--- config.mk ---
export PLATFORM = sky130hd
export DESIGN_NAME = sertx_framer
export DESIGN_NICKNAME = d
export VERILOG_FILES = /design/src/rtl/sertx_pkg.sv /design/src/rtl/sertx_phase.sv /design/src/rtl/sertx_regs.sv /design/src/rtl/sertx_fsm.sv /design/src/rtl/sertx_front.sv /design/src/rtl/sertx_framer.sv
export SDC_FILE = /design/constraint.sdc
export NUM_CORES = 1
export LEC_CHECK = 0
export ABC_CLOCK_PERIOD_IN_PS = 3600
export BUFFER_PORTS_ARGS = -buffer_cell sky130_fd_sc_hd__buf_2
export CAP_MARGIN = 0
export CORE_MARGIN = 5
export CORE_UTILIZATION = 45
export DETAILED_ROUTE_END_ITERATION = 6
export GPL_ROUTABILITY_DRIVEN = 0
export PLACE_DENSITY = 0.66
export SLEW_MARGIN = 20
export SYNTH_ARGS = -nofsm -noshare
export SYNTH_HDL_FRONTEND = slang
export SYNTH_SLANG_ARGS = --single-unit
--- constraint.sdc ---
create_clock -name clk -period 3.6 [get_ports clk]
set_input_delay 0.36 -clock clk [delete_from_list [all_inputs] [get_ports clk]]
set_output_delay 0.36 -clock clk [all_outputs]
set_load 0.01 [all_outputs]
--- src/rtl/sertx_pkg.sv ---
package sertx_pkg;

    typedef enum logic [1:0] {
        MODE_UART  = 2'd0,
        MODE_SIR   = 2'd1,
        MODE_SHARP = 2'd2,
        MODE_CIR   = 2'd3
    } line_mode_e;

    typedef enum logic [2:0] {
        ST_IDLE,
        ST_START,
        ST_DATA,
        ST_PARITY,
        ST_STOP,
        ST_STOP_EXT
    } tx_state_e;

    typedef struct packed {
        logic       stick;
        logic       even;
        logic       par_en;
        logic       two_stop;
        logic [1:0] len;
    } frame_cfg_t;

endpackage

--- src/rtl/sertx_phase.sv ---
module sertx_phase #(
    parameter int OVS  = 16,
    localparam int PH_W = $clog2(OVS)
) (
    input  logic            clk,
    input  logic            rst_n,
    input  logic            bit_tick,
    output logic [PH_W-1:0] ph,
    output logic            cell_end,
    output logic            half_end
);
    always_ff @(posedge clk) begin
        if (!rst_n)
            ph <= '0;
        else if (bit_tick)
            ph <= (ph == PH_W'(OVS - 1)) ? '0 : ph + 1'b1;
    end

    assign cell_end = bit_tick && (ph == PH_W'(OVS - 1));
    assign half_end = bit_tick && (ph == PH_W'(OVS / 2 - 1));
endmodule

--- src/rtl/sertx_regs.sv ---
module sertx_regs #(
    parameter int DATA_W = 8
) (
    input  logic              clk,
    input  logic              rst_n,
    input  logic              wr_en,
    input  logic              wr_addr,
    input  logic [7:0]        wr_data,
    input  logic              load,
    output logic [DATA_W-1:0] hold_data,
    output logic              hold_full,
    output logic [6:0]        lcr
);
    always_ff @(posedge clk) begin
        if (!rst_n) begin
            lcr <= '0;
        end else if (wr_en && wr_addr && !wr_data[7]) begin
            lcr <= wr_data[6:0];
        end
    end

    always_ff @(posedge clk) begin
        if (!rst_n) begin
            hold_data <= '0;
            hold_full <= 1'b0;
        end else if (wr_en && !wr_addr) begin
            hold_data <= wr_data[DATA_W-1:0];
            hold_full <= 1'b1;
        end else if (load) begin
            hold_full <= 1'b0;
        end
    end
endmodule

--- src/rtl/sertx_fsm.sv ---
module sertx_fsm
    import sertx_pkg::*;
#(
    parameter int DATA_W = 8,
    localparam int IDX_W = $clog2(DATA_W)
) (
    input  logic              clk,
    input  logic              rst_n,
    input  logic              cell_end,
    input  logic              half_end,
    input  logic              hold_full,
    input  logic [DATA_W-1:0] hold_data,
    input  frame_cfg_t        cfg,
    output logic              load,
    output logic              line_bit,
    output logic              busy
);
    tx_state_e         state, nxt;
    frame_cfg_t        f;
    logic [DATA_W-1:0] shreg;
    logic [IDX_W-1:0]  idx;
    logic [IDX_W-1:0]  last_idx;
    logic              pbit;
    logic              pcalc;
    logic              ext_done;

    assign last_idx = IDX_W'(4) + IDX_W'(f.len);
    assign ext_done = (f.len == 2'd0) ? half_end : cell_end;

    // parity over the data bits that will be sent
    always_comb begin
        logic [3:0]        nbits;
        logic [DATA_W-1:0] masked;
        nbits = 4'd5 + {2'b00, cfg.len};
        for (int i = 0; i < DATA_W; i++)
            masked[i] = hold_data[i] && (i < int'(nbits));
        if (cfg.stick)
            pcalc = ~cfg.even;
        else
            pcalc = cfg.even ? ^masked : ~^masked;
    end

    always_comb begin
        nxt  = state;
        load = 1'b0;
        unique case (state)
            ST_IDLE: if (cell_end && hold_full) begin
                nxt  = ST_START;
                load = 1'b1;
            end
            ST_START: if (cell_end) nxt = ST_DATA;
            ST_DATA: if (cell_end && idx == last_idx)
                nxt = f.par_en ? ST_PARITY : ST_STOP;
            ST_PARITY: if (cell_end) nxt = ST_STOP;
            ST_STOP: if (cell_end) begin
                if (f.two_stop) begin
                    nxt = ST_STOP_EXT;
                end else if (hold_full) begin
                    nxt  = ST_START;
                    load = 1'b1;
                end else begin
                    nxt = ST_IDLE;
                end
            end
            ST_STOP_EXT: if (ext_done) begin
                if (f.len != 2'd0 && hold_full) begin
                    nxt  = ST_START;
                    load = 1'b1;
                end else begin
                    nxt = ST_IDLE;
                end
            end
            default: nxt = ST_IDLE;
        endcase
    end

    always_ff @(posedge clk) begin
        if (!rst_n) state <= ST_IDLE;
        else        state <= nxt;
    end

    always_ff @(posedge clk) begin
        if (!rst_n) begin
            shreg <= '0;
            idx   <= '0;
            f     <= '0;
            pbit  <= 1'b0;
        end else if (load) begin
            shreg <= hold_data;
            idx   <= '0;
            f     <= cfg;
            pbit  <= pcalc;
        end else if (state == ST_DATA && cell_end) begin
            shreg <= shreg >> 1;
            idx   <= idx + 1'b1;
        end
    end

    always_comb begin
        unique case (state)
            ST_IDLE:     line_bit = 1'b1;
            ST_START:    line_bit = 1'b0;
            ST_DATA:     line_bit = shreg[0];
            ST_PARITY:   line_bit = pbit;
            ST_STOP:     line_bit = 1'b1;
            ST_STOP_EXT: line_bit = 1'b1;
            default:     line_bit = 1'b1;
        endcase
        busy = (state != ST_IDLE);
    end
endmodule

--- src/rtl/sertx_front.sv ---
module sertx_front
    import sertx_pkg::*;
#(
    parameter int OVS       = 16,
    parameter int PULSE_LEN = 3,
    localparam int PH_W     = $clog2(OVS)
) (
    input  line_mode_e      mode,
    input  logic            brk,
    input  logic            ir_mod_en,
    input  logic [PH_W-1:0] ph,
    input  logic            line_bit,
    output logic            uart_txd,
    output logic            ir_txd
);
    logic pulse;
    logic mark;

    assign pulse = (ph < PH_W'(PULSE_LEN));
    assign mark  = brk || !line_bit;

    always_comb begin
        uart_txd = 1'b1;
        ir_txd   = 1'b0;
        unique case (mode)
            MODE_UART:  uart_txd = brk ? 1'b0 : line_bit;
            MODE_SIR:   ir_txd = mark && pulse;
            MODE_SHARP: ir_txd = ir_mod_en ? (mark && pulse) : (brk || !line_bit);
            MODE_CIR:   ir_txd = !line_bit;
            default:    ir_txd = 1'b0;
        endcase
    end
endmodule

--- src/rtl/sertx_framer.sv ---
module sertx_framer
    import sertx_pkg::*;
#(
    parameter int DATA_W    = 8,
    parameter int OVS       = 16,
    parameter int PULSE_LEN = 3,
    localparam int PH_W     = $clog2(OVS)
) (
    input  logic       clk,
    input  logic       rst_n,
    input  logic       bit_tick,
    input  logic       wr_en,
    input  logic       wr_addr,
    input  logic [7:0] wr_data,
    input  logic [1:0] mode,
    input  logic       ir_mod_en,
    output logic       uart_txd,
    output logic       ir_txd,
    output logic       tx_empty
);
    line_mode_e        lmode;
    logic [PH_W-1:0]   ph;
    logic              cell_end, half_end;
    logic              load, line_bit, busy, brk;
    logic [DATA_W-1:0] hold_data;
    logic              hold_full;
    logic [6:0]        lcr;
    frame_cfg_t        cfg_eff;

    assign lmode = line_mode_e'(mode);
    assign brk   = lcr[6] && (lmode != MODE_CIR);

    always_comb begin
        if (lmode == MODE_CIR)
            cfg_eff = '{stick: 1'b0, even: 1'b0, par_en: 1'b0, two_stop: 1'b0, len: 2'b11};
        else
            cfg_eff = '{stick: lcr[5], even: lcr[4], par_en: lcr[3], two_stop: lcr[2], len: lcr[1:0]};
    end

    sertx_phase #(.OVS(OVS)) u_phase (
        .clk(clk), .rst_n(rst_n), .bit_tick(bit_tick),
        .ph(ph), .cell_end(cell_end), .half_end(half_end)
    );

    sertx_regs #(.DATA_W(DATA_W)) u_regs (
        .clk(clk), .rst_n(rst_n), .wr_en(wr_en), .wr_addr(wr_addr),
        .wr_data(wr_data), .load(load), .hold_data(hold_data),
        .hold_full(hold_full), .lcr(lcr)
    );

    sertx_fsm #(.DATA_W(DATA_W)) u_fsm (
        .clk(clk), .rst_n(rst_n), .cell_end(cell_end), .half_end(half_end),
        .hold_full(hold_full), .hold_data(hold_data), .cfg(cfg_eff),
        .load(load), .line_bit(line_bit), .busy(busy)
    );

    sertx_front #(.OVS(OVS), .PULSE_LEN(PULSE_LEN)) u_front (
        .mode(lmode), .brk(brk), .ir_mod_en(ir_mod_en), .ph(ph),
        .line_bit(line_bit), .uart_txd(uart_txd), .ir_txd(ir_txd)
    );

    assign tx_empty = !busy && !hold_full;
endmodule

==> flow_metrics.tcl <==
set metrics [dict create \
    core_area_um2 4294 \
    p_leak_uw 0.0007828 \
    ys_async_sr_fraction_pct 0 \
    arrival_ns 2.45 \
    seq_area_um2 780.7 \
    fmaxAchievable_mhz 450.2 \
    drc 0 \
    dr.pass1.iters 4 \
    dpl.cell_count 290 \
    synth_cell_types 45 \
    tritoncts "built" \
    ys_top_cells_by_area "dfxtp_1 (40%), a21oi_1 (6.7%), nor2_1 (6.5%)" \
    setup_slack_ns 1.379 \
    grt-ovfl-total 0 \
    ant_nets 0 \
    timing.final.crit_share_pct 61.71 \
    dp.final_hpwl_um 3066 \
    finClkSkew_ns 0.004946 \
    synth_top_area_share_pct 39.95 \
    yosys.area_share.simple_pct 19.91 \
    rsz0062_at_grt "no" \
    finish.utilization_pct 49.59 \
    num-nets-final 263 \
    cp_top_family "compound AO/OA/AOI/OAI gates" \
    cp.depth 6 \
    hp-class "in -> reg" \
    rows 24 \
    yosysMostFrequentCell "dfxtp_1" \
    cp-end-kind "register" \
    setup_tns_ns 0 \
    hold_buffers 0 \
    p_per_area_nw_per_um2 385.1 \
    synth-edff-count 0 \
    finalHoldViolations 0 \
    status "finished clean" \
    antenna_cells 0 \
    muxShareOfSynthArea_pct 6.146 \
    layout-drive-gt1-share_pct 13.41 \
    fill_cells 443 \
    via_per_inst 5.446 \
    pre_cts_ws_ns 1.410 \
    synth_area_um2 1954 \
    clock_latency_ns 0.29 \
    drv_cap 0 \
    area_growth_pct 8.963 \
    yosysSeqAreaShare_pct 39.95 \
    io-pin-count 19 \
    layout.cells.non_filler 298 \
    ys_top_cells_by_count "dfxtp_1 (39), nor2_1 (34), nand2_1 (30), a21oi_1 (26), mux2i_1 (12)" \
    r2r_cells 6 \
    multiInputGateArea_um2 1079 \
    finalSetupViolCount 0 \
    num_vias 1623 \
    cts_resized 0 \
    syn_area_per_cell_um2 8.352 \
    yosys.area.top_type "dfxtp_1" \
    wirelength_um 4080 \
    grt_pass1_vias 1455 \
    ys_ff_latch 39 \
    path_class "reg -> reg" \
    slew_violations 0 \
    cts_setup_buffers 0 \
    io_buffers 18 \
    die-height_um 75.90 \
    yosysWarningCount 0 \
    worst-path-buf-inv 1 \
    grt_max_degree 21 \
    synthAdderAreaFrac_pct 1.280 \
    wl_per_cell_um 13.69 \
    grt_util_all_layers_pct 14.27 \
    cts_root_buf "clkbuf_8" \
    synth-xor-area-share_pct 9.219 \
    cts_buffers 5 \
    antenna_found_initial 0 \
    fin_area_um2 2130 \
    start_kind "register" \
    slowest_stage "dfxtp_1" \
    maxSlewHeadroom_pct 39.23 \
    clkTransAtPathRegs_ns 0.07 \
    floorplan.initialDensity_pct 45.51 \
    crit_chain "inv_2, nor3_1, o2111ai_1, a211oi_1, o221ai_1, o21ai_1" \
    placed_cell_area_um2 2048 \
    min_period_ns 2.221 \
    cpPeakStageDelay_ns 0.55 \
    drt_iter0_markers 112 \
    clock_sinks 39 \
    synth_compound_area_share_pct 18.63 \
    syn_nets 252 \
    crit_required_ns 3.83 \
    crit_fanout 11 \
    synth_cells 234 \
    synth_top_family_by_area "simple AND/OR/NAND/NOR gates" \
    htreeDepth 2 \
    vdd_drop_max_mv 0.2421 \
    worstMarginPinSlew_ns 0.9106 \
    hold_depth 3 \
    cts.path.max_buffers 2 \
    die_width_um 75.90 \
    die_area_um2 5761 \
    ys.flop_type "dfxtp_1" \
    grt_pass1_wl_um 6886 \
]
worst min-delay path, delay by kind of cell:
kind	cells	cell delay, ns
simple gates	1	0.05
compound gates	1	0.05
buf+inv	1	0.10
path summary, 6_finish.rpt:
kind | from | endpoint | slack (ns)
min reg2reg | u_fsm.shreg[5] | u_fsm.shreg[5] | 0.46
min | wr_data[5] | u_regs.hold_data[5] | 0.32
max | u_fsm.state[2] | u_fsm.pbit | 1.38
max reg2reg | u_fsm.state[2] | u_fsm.pbit | 1.38
power breakdown:
group	total [µW]	internal, µW	switching [µW]
Combinational	85.3	39.5	45.7
Clock	283	136	147
Sequential	452	441	11.1
state kept, by name, indices dropped and copies added, names as in the netlist:
name,count
u_regs.hold_data,8
u_fsm.shreg,8
u_regs.hold_full,1
u_regs.lcr,7
u_fsm.f,4
u_phase.ph,4
u_fsm.idx,3
u_fsm.pbit,1
u_fsm.state,3
through the flow:
step                      hold WS [ns]  total power (µW)
final                           0.3206             820.1
after detailed placement        0.4519             547.4
after global routing            0.3333             860.1
after floorplan                 0.4360             522.5
after global placement          0.4429             546.5
after CTS                       0.3121             829.6
layout by cell type, fill, tap and decap left out, drive strengths merged, types with 2 or more instances in the layout:
cell,Yosys,layout
a211oi,7,7
a21oi,26,26
a22oi,5,5
buf,7,19
clkbuf,8,7
clkinv,1,2
dfxtp,39,39
ha,2,2
inv,6,6
mux2i,12,12
nand2,30,30
nand2b,2,2
nand3,5,5
nand3b,2,2
nand4,2,2
nor2,34,34
nor2b,2,2
nor3,8,8
o2111a,2,2
o21ai,5,5
xnor2,11,11
xor2,3,3
metal layers:
| metal | vias to the layer above | routed length, µm | track usage [%] |
|---|---|---|---|
| li1 | 834 | - | - |
| met1 | 737 | 1946 | 19.50 |
| met2 | 46 | 1860 | 21.40 |
| met3 | 6 | 223 | 4.147 |
| met4 | 0 | 49 | 4.804 |
| met5 | - | 0 | 0 |
cell type report:
class                   instances  share of cell area, %
inverters                       7                  1.234
flip-flops and latches         39                  36.66
well taps                      52                  3.055
clock buffers                   7                  3.584
clock inverters                 1                 0.2350
repair buffers                 19                  4.583
multi-input cells             173                  50.65
logic make-up (layout without fill, tap and decap cells):
kind of cell | Yosys count | after routing
AOI/OAI and AO/OA | 55 | 55
xor gates and xnor gates | 15 | 15
adders and majority gates | 2 | 2
buffers and inverters | 22 | 34
DFF | 39 | 39
muxes | 12 | 12
and+or+nand+nor | 89 | 89
(Power assumes the default switching activity.)
